==> config.mk <==
export PLATFORM = sky130hd
export DESIGN_NAME = rns_rev_conv
export DESIGN_NICKNAME = d
export VERILOG_FILES = /design/src/rtl/rns_pkg.sv /design/src/rtl/rns_modadd.sv /design/src/rtl/rns_mrc_digits.sv /design/src/rtl/rns_mr_weigh.sv /design/src/rtl/rns_rev_conv.sv
export SDC_FILE = /design/constraint.sdc
export NUM_CORES = 1
export LEC_CHECK = 0
export BUFFER_PORTS_ARGS = -buffer_cell sky130_fd_sc_hd__buf_4
export CAP_MARGIN = 40
export CORE_ASPECT_RATIO = 1.1
export CORE_MARGIN = 2
export CORE_UTILIZATION = 40
export DETAILED_ROUTE_END_ITERATION = 12
export SLEW_MARGIN = 20
export SYNTH_ARGS = -nofsm -noshare
export SYNTH_HDL_FRONTEND = slang
export SYNTH_SLANG_ARGS = --single-unit
==> constraint.sdc <==
create_clock -name vclk -period 21.3
set_input_delay 4.26 -clock vclk [all_inputs]
set_output_delay 4.26 -clock vclk [all_outputs]
set_load 0.01 [all_outputs]
==> src/rtl/rns_pkg.sv <==
package rns_pkg;

    // Product of the four moduli for a given N.
    function automatic longint unsigned span(input int n);
        longint unsigned p2;
        p2 = longint'(1) << n;
        return p2 * (p2 - 1) * (2 * p2 - 1) * (p2 / 2 - 1);
    endfunction

    // Bits needed to hold any value in [0, v).
    function automatic int bits_for(input longint unsigned v);
        int b;
        b = 0;
        for (int i = 0; i < 63; i++) begin
            if ((longint'(1) << i) < v) b = i + 1;
        end
        return b;
    endfunction

endpackage

==> src/rtl/rns_modadd.sv <==
// Adder modulo 2^K-1 with end-around carry; result normalised so that
// the all-ones code for zero never leaves the adder.
module rns_modadd #(
    parameter int K = 4
) (
    input  logic [K-1:0] a,
    input  logic [K-1:0] b,
    output logic [K-1:0] s
);
    logic [K:0]   raw;
    logic [K-1:0] wrap;

    assign raw  = {1'b0, a} + {1'b0, b};
    assign wrap = raw[K-1:0] + {{(K-1){1'b0}}, raw[K]};
    assign s    = (&wrap) ? '0 : wrap;
endmodule

==> src/rtl/rns_mrc_digits.sv <==
// Mixed-radix digits 2..4 from the residues.
module rns_mrc_digits #(
    parameter int N = 4
) (
    input  logic [N-1:0] r1,
    input  logic [N-1:0] r2,
    input  logic [N:0]   r3,
    input  logic [N-2:0] r4,
    output logic [N-1:0] d2,
    output logic [N:0]   d3,
    output logic [N-2:0] d4
);
    localparam int KB = N + 1;
    localparam int KC = N - 1;
    localparam int NT = (KC + 1) / 2;

    // digit 2: (r2 - r1) mod 2^N-1, since 2^N == 1 there
    rns_modadd #(.K(N)) u_d2 (.a(r2), .b(~r1), .s(d2));

    // digit 3: 2 * (d2 - 2 * (r3 - r1)) mod 2^(N+1)-1
    logic [KB-1:0] a3, b3, c3;
    rns_modadd #(.K(KB)) u_a3 (.a(r3), .b(~{1'b0, r1}), .s(a3));
    assign b3 = {a3[KB-2:0], a3[KB-1]};
    rns_modadd #(.K(KB)) u_c3 (.a({1'b0, d2}), .b(~b3), .s(c3));
    assign d3 = {c3[KB-2:0], c3[KB-1]};

    // fold earlier digits into the narrow channel (2^KC == 1)
    logic [KC-1:0] f1, f2, f3;
    rns_modadd #(.K(KC)) u_f1 (.a(r1[KC-1:0]), .b({{(KC-1){1'b0}}, r1[N-1]}), .s(f1));
    rns_modadd #(.K(KC)) u_f2 (.a(d2[KC-1:0]), .b({{(KC-1){1'b0}}, d2[N-1]}), .s(f2));
    rns_modadd #(.K(KC)) u_f3 (.a(d3[KC-1:0]), .b({{(KC-2){1'b0}}, d3[N:N-1]}), .s(f3));

    // digit 4: ((r4 - d1) / 2 - d2 - d3) * inv(3) mod 2^(N-1)-1
    logic [KC-1:0] e1, e2, e3, e4;
    rns_modadd #(.K(KC)) u_e1 (.a(r4), .b(~f1), .s(e1));
    assign e2 = {e1[0], e1[KC-1:1]};
    rns_modadd #(.K(KC)) u_e3 (.a(e2), .b(~f2), .s(e3));
    rns_modadd #(.K(KC)) u_e4 (.a(e3), .b(~f3), .s(e4));

    // inverse of 3 is (2^(KC+1)-1)/3 = sum of 2^(2j): rotations by even counts
    logic [KC-1:0] acc [NT];
    assign acc[0] = e4;
    for (genvar j = 1; j < NT; j++) begin : g_inv
        logic [KC-1:0] rot;
        assign rot = {e4[KC-1-2*j:0], e4[KC-1:KC-2*j]};
        rns_modadd #(.K(KC)) u_acc (.a(acc[j-1]), .b(rot), .s(acc[j]));
    end
    assign d4 = acc[NT-1];
endmodule

==> src/rtl/rns_mr_weigh.sv <==
// X = d1 + 2^N * (d2 + m2 * (d3 + m3 * d4)) by shift-and-subtract.
module rns_mr_weigh #(
    parameter int N  = 4,
    parameter int XW = 16
) (
    input  logic [N-1:0]  d1,
    input  logic [N-1:0]  d2,
    input  logic [N:0]    d3,
    input  logic [N-2:0]  d4,
    output logic [XW-1:0] x
);
    logic [XW-1:0] w4, y3, y2;

    assign w4 = XW'(d4);
    assign y3 = XW'(d3) + (w4 << (N + 1)) - w4;
    assign y2 = XW'(d2) + (y3 << N) - y3;
    assign x  = XW'({y2, d1});
endmodule

==> src/rtl/rns_rev_conv.sv <==
module rns_rev_conv #(
    parameter  int N  = 4,
    localparam int XW = rns_pkg::bits_for(rns_pkg::span(N))
) (
    input  logic [N-1:0]  in_pow2,
    input  logic [N-1:0]  in_pm1,
    input  logic [N:0]    in_wide,
    input  logic [N-2:0]  in_narrow,
    output logic [XW-1:0] value_out
);
    logic [N-1:0] dig2;
    logic [N:0]   dig3;
    logic [N-2:0] dig4;

    rns_mrc_digits #(.N(N)) u_dig (
        .r1(in_pow2), .r2(in_pm1), .r3(in_wide), .r4(in_narrow),
        .d2(dig2), .d3(dig3), .d4(dig4)
    );

    rns_mr_weigh #(.N(N), .XW(XW)) u_wgt (
        .d1(in_pow2), .d2(dig2), .d3(dig3), .d4(dig4), .x(value_out)
    );
endmodule

==> reports/qor.txt, run 1 <==
===========================================================================
Run status ...................................................    completed
Type of the most critical hold path .......................... input pin to output pin
Initial antenna violation count ..............................            0
CP Max Fanout ................................................            7
Total congestion overflow after global routing ...............            0
Sequential-to-total area share from yosys stat ...............           0%
Synth-to-layout area growth ..................................        15.4%
I/O pin count ................................................           32
FFs & Latches ................................................            0
Share of Yosys cell area claimed by the top area cell type ...        27.2%
Syn Inst Count ...............................................          359
Number of nets with antenna violations after routing .........            0
Proportion of layout cells with a drive suffix above 1 .......        19.5%
Net count of the mapped netlist ..............................          445
Residual DRC count ...........................................            0
Count of synthesis-stage warnings from yosys .................            0
Most frequent CP cell ........................................         ha_1
Fill cell instance count of the final layout .................          701
Die Y ........................................................      91.8 um
Cell with the biggest individual delay on the critical path ..        or2_2
Area of the core .............................................  0.00689 mm2
Final setup margin ...........................................     0.943 ns
Max-slew violation total from the final report ...............            0
Post-synth design cell area ..................................  0.00280 mm2
Avg Cell Area, Syn ...........................................     7.80 um2
Final setup violation count ..................................            0
Largest stage delay on the critical path .....................      0.36 ns
Distinct cell type count of the synthesized netlist ..........           57
Core Util, Final .............................................        46.9%
F_max ........................................................     49.1 MHz
Leading post-synthesis cells by cell area .................... ha_1 (27%), xnor2_1 (7.2%), fa_1 (6.4%), inv_1 (5.2%), a21o_1 (4.6%)
Final HPWL DP ................................................      4.84 mm
Placed insts .................................................          472
Maximum number of pins on one net before global-route repair .           12
Violation count after the first detailed-routing iteration ...           81
Highest-utilization routing layer at the global route stage ..         met2
Final weighted congestion in routability-driven placement ....        0.823
Worst Path Arrival ...........................................     16.10 ns
Area leader, netlist .........................................         ha_1
Number of global-route vias before repair ....................        2,354
Critical setup path kind ..................................... input pin to output pin
Endpoint kind of the worst setup timing path .................   output pin
Drt pass-1 iters .............................................            4
Met3 capacity usage during global routing ....................       0.450%
Met1 Track Usage GR ..........................................        18.9%
Number of placement rows .....................................           32
Die boundary width ...........................................      83.8 um
Initial Utilization ..........................................        40.7%
Worst Setup Start Kind .......................................    input pin
Pre-CTS setup slack ..........................................     0.485 ns
Average wire length per cell after detail routing ............      11.9 um
Total of max-cap violations ..................................            0
Final number of hold-violating endpoints .....................            0
Most used cells in the layout excluding fill and tap cells ... ha_1 (60), inv_1 (39), buf_4 (35)
Tmin final ...................................................     20.36 ns
Ant diodes ...................................................            0
Most common cell after layout, fill and taps aside ...........         ha_1
# clk buffers ................................................            0
Wire length of the first global-routing pass .................      10.0 mm
Total wire length ............................................      5.66 mm
Final std cells w/o fill .....................................          474
Aggregate global-route resource usage ........................        14.8%
IO Port Bufs .................................................           32
Met2 GRT Util ................................................        28.8%
Die Area .....................................................  0.00769 mm2
Required time at the worst-slack endpoint ....................     17.04 ns
Final net count ..............................................          477
Total area of sequential cells ...............................        0 um2
Ratio of routed vias to standard cells .......................         5.16
Share of the clock period used by the worst path .............        95.6%
Number of vias after detailed routing ........................        2,448
Number of buffers added to fix hold violations after cts .....            0
===========================================================================
[kinds of logic after synthesis]
kind of cell	count (synthesis)	share of synthesized area, %
xor gates and xnor gates	41	13.9
and+or+nand+nor	106	18.8
other	1	0.134
adders and majority gates	70	33.7
buffers and inverters	44	6.48
muxes	5	2.37
AOI/OAI and AO/OA	92	24.7
[timing repair]
action	4_1_cts	5_1_grt
buffers inserted	0	2
endpoints found under the hold margin	0	0
gates resized for setup	0	20
setup endpoints to repair	0	8
[metrics by stage]
step                      setup TNS (ns)  instance area (um2)  hold slack [ns]
final                                  0                 3230             8.72
after global routing             -0.0389                 3230             8.73
after CTS                              0                 3120             8.72
after detailed placement               0                 3120             8.72
after global placement                 0                 3120             8.72
after floorplan                        0                 2800             8.61
[layout make-up]
| type | instances | area (um2) | area share (%) |
|---|---|---|---|
| tap | 85 | 106 | 3.29 |
| inverter | 39 | 146 | 4.53 |
| timing repair buffer | 35 | 263 | 8.13 |
| multi-input combinational | 315 | 2720 | 84.1 |
[cells in the mapped netlist, types with 4 or more instances]
| master | count |
|---|---|
| xnor2_1 | 23 |
| o21ai_0 | 19 |
| nand2_1 | 34 |
| or2_2 | 4 |
| xor2_1 | 14 |
| ha_1 | 61 |
| nand3_1 | 4 |
| fa_1 | 9 |
| nor2_1 | 26 |
| a21o_1 | 17 |
| buf_4 | 4 |
| and2_1 | 7 |
| a21oi_1 | 14 |
| inv_1 | 39 |
| a21boi_0 | 8 |
| and3_1 | 4 |
| nor2b_1 | 7 |
[critical path, delay by kind of cell]
family | cells | cell delay [ns]
xor gates and xnor gates | 7 | 1.41
buffers and inverters | 5 | 0.56
AOI/OAI and AO/OA | 19 | 3.08
adders and majority gates | 17 | 4.00
and+or+nand+nor | 18 | 2.76
[per-layer routing]
metal | wire, um | part of all wire [%]
met4 | 21 | 0.37
met1 | 2620 | 46
met5 | 0 | 0
met2 | 2860 | 51
met3 | 157 | 2.8
[worst paths after layout]
path,start,endpoint,slack (ns),cells past startpoint
worst max-delay path,in_pow2[1],value_out[12],0.94,66
worst min-delay path,in_pow2[3],value_out[3],8.72,2
Power of run 1 is not shown: default switching activity piles up to over one toggle a cycle in this logic, so the estimate is an artifact.
==> inputs of run 2 (changes only) <==
--- a/config.mk
+++ b/config.mk
@@ -9,8 +9,9 @@
 export CAP_MARGIN = 40
 export CORE_ASPECT_RATIO = 1.1
 export CORE_MARGIN = 2
-export CORE_UTILIZATION = 40
+export CORE_UTILIZATION = 48
 export DETAILED_ROUTE_END_ITERATION = 12
+export PLACE_DENSITY = 0.72
 export SLEW_MARGIN = 20
 export SYNTH_ARGS = -nofsm -noshare
 export SYNTH_HDL_FRONTEND = slang
==> reports/qor.txt, run 2 (synthesis gave the netlist of run 1 again) <==
===========================================================================
Largest stage delay on the critical path .....................      0.50 ns   +0.14 ns
Ratio of routed vias to standard cells .......................         5.42   +4.9%
Die Area .....................................................  0.00646 mm2   -16%
Initial Utilization ..........................................        49.2%   +8.5 points
Wire length of the first global-routing pass .................      10.3 mm   +3.0%
IO Port Bufs .................................................           32   unchanged
Tmin final ...................................................     20.39 ns   +0.0353 ns
Cell with the biggest individual delay on the critical path ..        or3_2
Drt pass-1 iters .............................................            4   unchanged
Max-slew violation total from the final report ...............            0   unchanged
Worst max-slew margin expressed relative to the limit ........        59.8%
Worst Path Arrival ...........................................     16.13 ns   +0.03 ns
Share of the clock period used by the worst path .............        95.7%   +0.17 points
Endpoint kind of the worst setup timing path .................   output pin
Die Y ........................................................      84.1 um   -8.3%
Worst Setup Start Kind .......................................    input pin
Total area of sequential cells ...............................        0 um2   unchanged
Summed negative setup slack over all endpoints ...............         0 ns   unchanged
Final net count ..............................................          476   -0.21%
Total of max-cap violations ..................................            0   unchanged
Most common cell after layout, fill and taps aside ...........         ha_1
Total wire length ............................................      5.71 mm   +0.88%
Final HPWL DP ................................................      4.99 mm   +3.1%
Run status ...................................................    completed
Most used cells in the layout excluding fill and tap cells ... ha_1 (59), inv_1 (39), nand2_1 (34), buf_4 (34), nor2_1 (26)
Ant diodes ...................................................            0   unchanged
Fill cell instance count of the final layout .................          524   -25%
Final setup violation count ..................................            0   unchanged
I/O pin count ................................................           32   unchanged
Most frequent CP cell ........................................         ha_1
Type of the most critical hold path .......................... input pin to output pin
Area of the core .............................................  0.00570 mm2   -17%
Unrepaired setup endpoints after global routing ..............           no
Die boundary width ...........................................      76.8 um   -8.3%
Initial antenna violation count ..............................            0   unchanged
Aggregate global-route resource usage ........................        18.1%   +3.3 points
Residual DRC count ...........................................            0   unchanged
Number of placement rows .....................................           29   -9.4%
Total congestion overflow after global routing ...............            0   unchanged
Number of vias after detailed routing ........................        2,520   +2.9%
Placed insts .................................................          464   -1.7%
Actual transition at the worst max-transition pin ............     0.602 ns
Violation count after the first detailed-routing iteration ...           45   -44%
Critical setup path kind ..................................... input pin to output pin
Final setup margin ...........................................     0.908 ns   -0.0353 ns
Required time at the worst-slack endpoint ....................     17.04 ns   about the same
Number of global-route vias before repair ....................        2,512   +6.7%
Synth-to-layout area growth ..................................        13.5%
Number of nets with antenna violations after routing .........            0   unchanged
Final weighted congestion in routability-driven placement ....        0.965   +17%
Final number of hold-violating endpoints .....................            0   unchanged
F_max ........................................................     49.0 MHz   -0.17%
Average wire length per cell after detail routing ............      12.3 um   +2.8%
# clk buffers ................................................            0   unchanged
Final std cells w/o fill .....................................          465   -1.9%
Pre-CTS setup slack ..........................................     0.463 ns   -0.0224 ns
Maximum number of pins on one net before global-route repair .           12   unchanged
Proportion of layout cells with a drive suffix above 1 .......        18.6%   -0.98 points
FFs & Latches ................................................            0   unchanged
CP Max Fanout ................................................            7   unchanged
===========================================================================
[run 2: cell count changes in the layout (fill, tap and decap cells not counted), sizes merged]
cell	before	now
buf	35	34
[run 2: final timing paths]
kind	startpoint	end	slack [ns]	cells after the start
hold / removal	in_pow2[0]	value_out[0]	8.72	2
setup / recovery	in_pow2[1]	value_out[12]	0.91	63
[run 2: critical path: cells and delay by family]
family / cells / cell delay, ns
AO/OA/AOI/OAI: 16 / 2.88
adder cells (fa/ha/maj): 17 / 3.98
buffers and inverters: 5 / 0.56
XOR/XNOR: 7 / 1.26
AND/OR/NAND/NOR: 18 / 3.15
[run 2: metrics by stage]
stage | instance area [um2] | hold slack, ns | util, %
final | 3180 | 8.72 | 55.8
after global routing | 3180 | 8.73 | 55.8
after CTS | 3110 | 8.72 | 54.6
after detailed placement | 3110 | 8.72 | 54.6
after global placement | 3110 | 8.72 | 54.6
after floorplan | 2800 | 8.61 | -
[run 2: metal layers]
layer  vias to the layer above  wire, um  GRT usage, %
met5                         -         0             0
met4                         0        23          1.65
met3                         2       118         0.541
met2                        37      2960          36.3
met1                      1165      2610          21.7
li1                       1316         -             -
[run 2: final cells by class]
class                           count  area (um2)  share of cell area (%)
Multi-Input combinational cell    315        2680                    84.3
Timing Repair Buffer               34         255                    8.03
Inverter                           39         146                    4.60
Tap cell                           77        96.3                    3.03
[run 2: timing repair]
item | CTS | global route
gates resized for setup | 0 | 15
hold buffers | 0 | 0
setup buffers | 0 | 1
endpoints found under the setup margin | 0 | 7
Power of run 2 is left out for the same reason.
